==> config.mk <==
export PLATFORM = sky130hd
export DESIGN_NAME = vlen_opdec
export DESIGN_NICKNAME = d
export VERILOG_FILES = /design/src/rtl/vlen_opdec_pkg.sv /design/src/rtl/vlen_opdec_layout.sv /design/src/rtl/vlen_opdec_seq.sv /design/src/rtl/vlen_opdec_operand.sv /design/src/rtl/vlen_opdec.sv
export SDC_FILE = /design/constraint.sdc
export NUM_CORES = 1
export LEC_CHECK = 0
export BUFFER_PORTS_ARGS = -buffer_cell sky130_fd_sc_hd__buf_2
export CORE_ASPECT_RATIO = 0.6
export CORE_MARGIN = 1
export CORE_UTILIZATION = 45
export DETAILED_ROUTE_END_ITERATION = 8
export PLACE_DENSITY = 0.79
export SETUP_SLACK_MARGIN = 0.2
export SLEW_MARGIN = 20
export SYNTH_ARGS = -nofsm -noshare
export SYNTH_HDL_FRONTEND = slang
export SYNTH_SLANG_ARGS = --single-unit
==> constraint.sdc <==
create_clock -name clk -period 3.8 [get_ports clk]
set_input_delay 0.19 -clock clk [delete_from_list [all_inputs] [get_ports clk]]
set_output_delay 0.19 -clock clk [all_outputs]
set_load 0.05 [all_outputs]
==> src/rtl/vlen_opdec_pkg.sv <==
package vlen_opdec_pkg;

  typedef enum logic [2:0] {
    PH_HDR0 = 3'd0,
    PH_HDR1 = 3'd1,
    PH_SRC  = 3'd2,
    PH_SOFF = 3'd3,
    PH_DST  = 3'd4,
    PH_DOFF = 3'd5,
    PH_FIN  = 3'd6
  } phase_e;

  localparam logic [1:0] KIND_REG  = 2'd0;
  localparam logic [1:0] KIND_RPTR = 2'd1;
  localparam logic [1:0] KIND_IMM  = 2'd2;
  localparam logic [1:0] KIND_IPTR = 2'd3;

  localparam logic [1:0] SIZE_RSVD = 2'd3;

  // Packed so that {second byte, first byte} maps straight onto it.
  typedef struct packed {
    logic [1:0] size;
    logic [5:0] opc;
    logic       offen;
    logic [2:0] cond;
    logic [1:0] dkind;
    logic [1:0] skind;
  } hdr_t;

endpackage

==> src/rtl/vlen_opdec_layout.sv <==
module vlen_opdec_layout
  import vlen_opdec_pkg::*;
#(
  parameter int OPW   = 32,
  parameter int CNT_W = 3,
  parameter int LEN_W = 4
) (
  input  hdr_t                      hdr,
  input  logic                      narrow,
  output logic [1:0][CNT_W-1:0]     body_len,
  output logic [1:0][CNT_W-1:0]     tail_len,
  output logic [LEN_W-1:0]          total
);

  localparam int OPB = OPW / 8;

  logic [CNT_W-1:0] imm_full;

  always_comb begin
    if (hdr.size == SIZE_RSVD) imm_full = CNT_W'(1);
    else                       imm_full = CNT_W'(1) << hdr.size;
    if (int'(imm_full) > OPB)  imm_full = CNT_W'(OPB);
  end

  // Operand 0 is the source, operand 1 the destination.
  for (genvar g = 0; g < 2; g++) begin : g_opnd
    logic [1:0] kind;
    logic       force1;
    assign kind   = (g == 0) ? hdr.skind : hdr.dkind;
    assign force1 = (g == 0) && narrow;

    always_comb begin
      unique case (kind)
        KIND_REG,
        KIND_RPTR: body_len[g] = CNT_W'(1);
        KIND_IMM:  body_len[g] = force1 ? CNT_W'(1) : imm_full;
        default:   body_len[g] = imm_full;
      endcase
      tail_len[g] = (hdr.offen && kind == KIND_RPTR) ? CNT_W'(1) : CNT_W'(0);
    end
  end

  assign total = LEN_W'(2)
               + LEN_W'(body_len[0]) + LEN_W'(tail_len[0])
               + LEN_W'(body_len[1]) + LEN_W'(tail_len[1]);

endmodule

==> src/rtl/vlen_opdec_seq.sv <==
module vlen_opdec_seq
  import vlen_opdec_pkg::*;
#(
  parameter int IDX_W = 2,
  parameter int CNT_W = 3
) (
  input  logic                  clk,
  input  logic                  rst_n,
  input  logic                  in_valid,
  input  logic                  rsvd_size,
  input  logic [1:0][CNT_W-1:0] body_len,
  input  logic [1:0][CNT_W-1:0] tail_len,
  output logic                  in_ready,
  output logic                  fin,
  output logic [1:0]            hdr_we,
  output logic [1:0]            body_we,
  output logic [1:0]            tail_we,
  output logic [IDX_W-1:0]      idx,
  output logic                  fin_enter,
  output logic                  rsvd_hit
);

  phase_e           phase_q, phase_d;
  logic [IDX_W-1:0] idx_q, idx_d;
  logic             acc;
  logic             src_last, dst_last;

  assign in_ready = (phase_q != PH_FIN);
  assign fin      = (phase_q == PH_FIN);
  assign acc      = in_valid && in_ready;
  assign idx      = idx_q;

  assign src_last = ({1'b0, idx_q} == CNT_W'(body_len[0] - CNT_W'(1)));
  assign dst_last = ({1'b0, idx_q} == CNT_W'(body_len[1] - CNT_W'(1)));

  assign hdr_we[0]  = acc && (phase_q == PH_HDR0);
  assign hdr_we[1]  = acc && (phase_q == PH_HDR1);
  assign body_we[0] = acc && (phase_q == PH_SRC);
  assign body_we[1] = acc && (phase_q == PH_DST);
  assign tail_we[0] = acc && (phase_q == PH_SOFF);
  assign tail_we[1] = acc && (phase_q == PH_DOFF);
  assign rsvd_hit   = hdr_we[1] && rsvd_size;

  always_comb begin
    phase_d = phase_q;
    idx_d   = idx_q;
    unique case (phase_q)
      PH_HDR0: if (acc) phase_d = PH_HDR1;
      PH_HDR1: if (acc) begin
        phase_d = rsvd_size ? PH_FIN : PH_SRC;
        idx_d   = '0;
      end
      PH_SRC: if (acc) begin
        if (src_last) begin
          phase_d = (tail_len[0] != '0) ? PH_SOFF : PH_DST;
          idx_d   = '0;
        end else begin
          idx_d = idx_q + IDX_W'(1);
        end
      end
      PH_SOFF: if (acc) phase_d = PH_DST;
      PH_DST: if (acc) begin
        if (dst_last) begin
          phase_d = (tail_len[1] != '0) ? PH_DOFF : PH_FIN;
          idx_d   = '0;
        end else begin
          idx_d = idx_q + IDX_W'(1);
        end
      end
      PH_DOFF: if (acc) phase_d = PH_FIN;
      default: phase_d = PH_HDR0;
    endcase
  end

  assign fin_enter = (phase_d == PH_FIN) && (phase_q != PH_FIN);

  always_ff @(posedge clk) begin
    if (!rst_n) begin
      phase_q <= PH_HDR0;
      idx_q   <= '0;
    end else begin
      phase_q <= phase_d;
      idx_q   <= idx_d;
    end
  end

endmodule

==> src/rtl/vlen_opdec_operand.sv <==
module vlen_opdec_operand #(
  parameter int OPW   = 32,
  parameter int IDX_W = 2
) (
  input  logic             clk,
  input  logic             rst_n,
  input  logic             clr,
  input  logic             body_we,
  input  logic [IDX_W-1:0] idx,
  input  logic             tail_we,
  input  logic [7:0]       din,
  output logic [OPW-1:0]   val,
  output logic [OPW-1:0]   disp
);

  always_ff @(posedge clk) begin
    if (!rst_n || clr) begin
      val  <= '0;
      disp <= '0;
    end else begin
      if (body_we) val[8*int'(idx) +: 8] <= din;
      if (tail_we) disp <= {{(OPW-8){din[7]}}, din};
    end
  end

endmodule

==> src/rtl/vlen_opdec.sv <==
module vlen_opdec
  import vlen_opdec_pkg::*;
#(
  parameter int OPW = 32
) (
  input  logic           clk,
  input  logic           rst_n,
  input  logic           in_valid,
  output logic           in_ready,
  input  logic [7:0]     in_byte,
  input  logic           narrow_src,
  output logic           done,
  output logic           illegal,
  output logic [3:0]     len,
  output logic [1:0]     op_size,
  output logic [5:0]     op_code,
  output logic           ptr_off_en,
  output logic [2:0]     cond,
  output logic [1:0]     dst_kind,
  output logic [1:0]     src_kind,
  output logic [OPW-1:0] src_val,
  output logic [OPW-1:0] dst_val,
  output logic [OPW-1:0] src_disp,
  output logic [OPW-1:0] dst_disp
);

  localparam int OPB   = OPW / 8;
  localparam int IDX_W = $clog2(OPB);
  localparam int CNT_W = IDX_W + 1;
  localparam int LEN_W = 4;

  hdr_t                  hdr_q;
  logic                  narrow_q;
  logic                  bad_q;
  logic [LEN_W-1:0]      len_q;
  logic [1:0][CNT_W-1:0] body_len, tail_len;
  logic [LEN_W-1:0]      total;
  logic [1:0]            hdr_we, body_we, tail_we;
  logic [IDX_W-1:0]      idx;
  logic                  fin, fin_enter, rsvd_hit;
  logic [1:0][OPW-1:0]   vals, disps;

  vlen_opdec_layout #(.OPW(OPW), .CNT_W(CNT_W), .LEN_W(LEN_W)) u_layout (
    .hdr      (hdr_q),
    .narrow   (narrow_q),
    .body_len (body_len),
    .tail_len (tail_len),
    .total    (total)
  );

  vlen_opdec_seq #(.IDX_W(IDX_W), .CNT_W(CNT_W)) u_seq (
    .clk       (clk),
    .rst_n     (rst_n),
    .in_valid  (in_valid),
    .rsvd_size (in_byte[7:6] == SIZE_RSVD),
    .body_len  (body_len),
    .tail_len  (tail_len),
    .in_ready  (in_ready),
    .fin       (fin),
    .hdr_we    (hdr_we),
    .body_we   (body_we),
    .tail_we   (tail_we),
    .idx       (idx),
    .fin_enter (fin_enter),
    .rsvd_hit  (rsvd_hit)
  );

  for (genvar g = 0; g < 2; g++) begin : g_asm
    vlen_opdec_operand #(.OPW(OPW), .IDX_W(IDX_W)) u_opnd (
      .clk     (clk),
      .rst_n   (rst_n),
      .clr     (hdr_we[1]),
      .body_we (body_we[g]),
      .idx     (idx),
      .tail_we (tail_we[g]),
      .din     (in_byte),
      .val     (vals[g]),
      .disp    (disps[g])
    );
  end

  always_ff @(posedge clk) begin
    if (!rst_n) begin
      hdr_q    <= '0;
      narrow_q <= 1'b0;
      bad_q    <= 1'b0;
      len_q    <= '0;
    end else begin
      if (hdr_we[0]) hdr_q[7:0] <= in_byte;
      if (hdr_we[1]) begin
        hdr_q[15:8] <= in_byte;
        narrow_q    <= narrow_src;
        bad_q       <= rsvd_hit;
      end
      if (fin_enter) len_q <= rsvd_hit ? LEN_W'(2) : total;
    end
  end

  assign done       = fin;
  assign illegal    = fin && bad_q;
  assign len        = len_q;
  assign op_size    = hdr_q.size;
  assign op_code    = hdr_q.opc;
  assign ptr_off_en = hdr_q.offen;
  assign cond       = hdr_q.cond;
  assign dst_kind   = hdr_q.dkind;
  assign src_kind   = hdr_q.skind;
  assign src_val    = vals[0];
  assign dst_val    = vals[1];
  assign src_disp   = disps[0];
  assign dst_disp   = disps[1];

endmodule

==> results.json <==
{
  "outcome": "finished, violations left",
  "synthTopCellsByArea": "dfxtp_1, a21oi_1, nand2_1",
  "crit_path_top_delay_cell": "fa_1",
  "syn-num-nets": 667,
  "power.density_nw_per_um2": 397,
  "min_period_ns": 2.60,
  "p_leak_nw": 2.64,
  "holdPathEnd": "narrow_q",
  "cts_tree": "yes",
  "dp_hpwl_um": 9170,
  "yosys_warnings": 0,
  "dpl.cell_count": 856,
  "grt_max_degree": 59,
  "place_area_um2": 5500,
  "use_met2": 0.328,
  "fill_cells": 1033,
  "cp.required_ns": 4.07,
  "critPathLaunch": "op_size[0]",
  "hp-class": "primary input to flop",
  "crit_family": "adder cells",
  "worstPathMaxFanout": 4,
  "finalNonFillerCells": 872,
  "io_pins": 163,
  "gp_congestion": 0.874,
  "synth_edf_count": 0,
  "pwr-share-seq": 0.505,
  "clock_path_buffers": 2,
  "cts_root_buf": "clkbuf_16",
  "dieWidth_um": 139,
  "p_clk_frac": 0.390,
  "port_buffers": 162,
  "fin_util": 0.539,
  "synth_area_leader_cell": "dfxtp_1",
  "clk_latency_ns": 0.34,
  "die_h_um": 84.0,
  "cts-buffers-inserted": 9,
  "p_sw_w": 0.000630,
  "cts.repair.resized": 0,
  "use_met1": 0.310,
  "final_nets": 756,
  "tightest_slew_ns": 0.994,
  "wl_per_cell_um": 14.7,
  "drt-initial-drc-count": 298,
  "violations": "design-rule violations",
  "cts_setup_buffers": 0,
  "fin_crit_sh": 0.684,
  "finalInstanceArea_um2": 5790,
  "fin_tns_setup_ns": 0,
  "postSynthCellCount": 639,
  "synth_seq_cells": 107,
  "viasPerCell": 5.13,
  "syn_area_um2": 5040,
  "critPathKind": "flop to flop",
  "pwr-share-comb": 0.105,
  "cp_data_arrival_time_ns": 2.87,
  "holdBufCountCts": 0,
  "n_antenna_cell": 0,
  "yosysSeqAreaShare": 0.425,
  "area.growth.synth_to_final_pct": 14.7,
  "cp-end-kind": "flop",
  "drt-total-wl_um": 12800,
  "hold_viol_final": 0,
  "clock_sinks": 107,
  "p_int_w": 0.00167,
  "min-delay-start": "narrow_src",
  "maxSlewViolCount": 0,
  "setup_viol": 0,
  "slowest_delay_ns": 0.54,
  "rsz0062_at_grt": "no",
  "antenna_found_initial": 0,
  "grt_pass1_vias": 3812,
  "netlist.area_leader.share": 0.425,
  "drt-pass1-iter-count": 8,
  "drtAntennaViolNets": 0,
  "worstRegToRegCells": 10,
  "fin_skew_ns": 0.00778,
  "final_common_cell": "buf_2",
  "h-tree-depth": 3,
  "grt.total_usage": 0.219,
  "dr_total_vias": 4472,
  "slew_headroom": 0.332,
  "start_util": 0.469,
  "avgSynthCellArea_um2": 7.89,
  "overflow": 0,
  "drv_cap": 0,
  "synthFlopType": "dfxtp_1",
  "num_rows": 29,
  "grt_pass1_wl_um": 20000,
  "async_flop_share": 0,
  "die_area_um2": 11600,
  "r2r_end": "len[2]",
  "crit_chain": "inv_1 > ha_1 > and2b_1 > fa_1 > inv_1 > ha_1 > fa_1 > xor2_1 > nand3_1 > mux2i_1",
  "core_um2": 10700,
  "drive_gt1_frac": 0.276,
  "ff2ff_setup_slack_ns": 1.20,
  "worst-path-buf-inv": 2,
  "drc_errors": 15,
  "reg2reg_from": "op_size[0]",
  "use_met3": 0.0602,
  "clkTransAtPathRegs_ns": 0.08,
  "fmax_mhz": 384,
  "peakVddDrop_mv": 0.196,
  "layout_common_cells": "buf_2, nand2_1, dfxtp_1",
  "swShare": 0.274,
  "hold_path_depth": 3,
  "ys_types": 48,
  "top_usage_layer": "met2",
  "setup.worst_path.start_class": "flop"
}
-- registers in the layout (all words and copies together), names as in the netlist, 3 cells and up --
name and count:
len 4, g_asm.u_opnd.val 64, u_seq.phase_q 3, op_code 6, g_asm.u_opnd.disp 16, cond 3
-- layer usage --
layer	vias up	wire, µm
met5	-	0
met2	195	5260
met4	0	165
met1	2024	6290
met3	14	1080
li1	2239	-
-- stage by stage --
step / power, W / setup WS, ns / hold WS (ns)
after CTS: 0.00232 / 1.19 / 0.0977
after detailed placement: 0.00143 / 1.21 / 0.444
after floorplan: 0.00137 / 1.01 / 0.326
after global placement: 0.00142 / 1.30 / 0.441
final: 0.00230 / 1.20 / 0.103
after global routing: 0.00238 / 1.07 / 0.0973
-- power by group through the flow --
stage / registers (W) / clock network, W / logic [W]
2_1_floorplan: 0.00123 / 0 / 0.000142
3_3_place_gp: 0.00118 / 0 / 0.000238
3_5_place_dp: 0.00119 / 0 / 0.000240
4_1_cts: 0.00116 / 0.000917 / 0.000241
5_1_grt: 0.00116 / 0.000964 / 0.000258
6_report: 0.00116 / 0.000897 / 0.000242
-- worst reg2reg max path, cell delays in order, from the launching register on --
cell     delay, ns
dfxtp_1       0.39
inv_1         0.06
ha_1          0.30
and2b_1       0.24
fa_1          0.54
inv_1         0.04
ha_1          0.20
fa_1          0.39
xor2_1        0.17
nand3_1       0.09
mux2i_1       0.12
-- kinds of logic (layout without fill, tap and decap cells) --
logic type,count (synthesis),count (layout),synth area share
mux,5,5,0.00993
compound gates,117,117,0.131
flops,107,107,0.425
fa+ha+maj,16,16,0.0427
xor+xnor,7,7,0.0159
buf+inv,102,196,0.123
simple gates,285,285,0.253
-- area by class of cell --
cell class / count / area (µm²) / share of cell area
Multi-Input combinational cell: 430 / 2280 / 0.395
Sequential cell: 107 / 2140 / 0.370
Timing Repair Buffer: 164 / 838 / 0.145
Clock buffer: 10 / 239 / 0.0413
Tap cell: 139 / 174 / 0.0301
Inverter: 16 / 60.1 / 0.0104
Clock inverter: 6 / 48.8 / 0.00843
-- synth_stat cells, types with 2 or more instances --
cell type / instances
nand2b_1: 3
nor3_2: 4
nand3b_1: 3
buf_6: 3
nor3_1: 2
buf_4: 51
mux2i_1: 5
a31oi_1: 2
and3_1: 5
dfxtp_1: 107
inv_1: 14
a21oi_1: 103
nand3_1: 13
and2_2: 2
xnor2_1: 4
nand2_1: 125
xor2_1: 2
fa_1: 2
nand4_1: 16
and2b_1: 3
buf_2: 8
clkbuf_2: 5
nor2_1: 97
o21ai_0: 4
and3_4: 2
clkbuf_1: 18
ha_1: 14
a21o_1: 2
-- worst max path at each step --
stage | end | slack [ns] | depth (start not counted)
after floorplan | len[2] | 1.01 | 10
after global placement | len[2] | 1.30 | 10
after detailed placement | len[2] | 1.21 | 10
after CTS | len[2] | 1.19 | 10
after global routing | len[3] | 1.07 | 11
final | len[2] | 1.20 | 10
No activity file was read; power rests on OpenSTA's default activity.
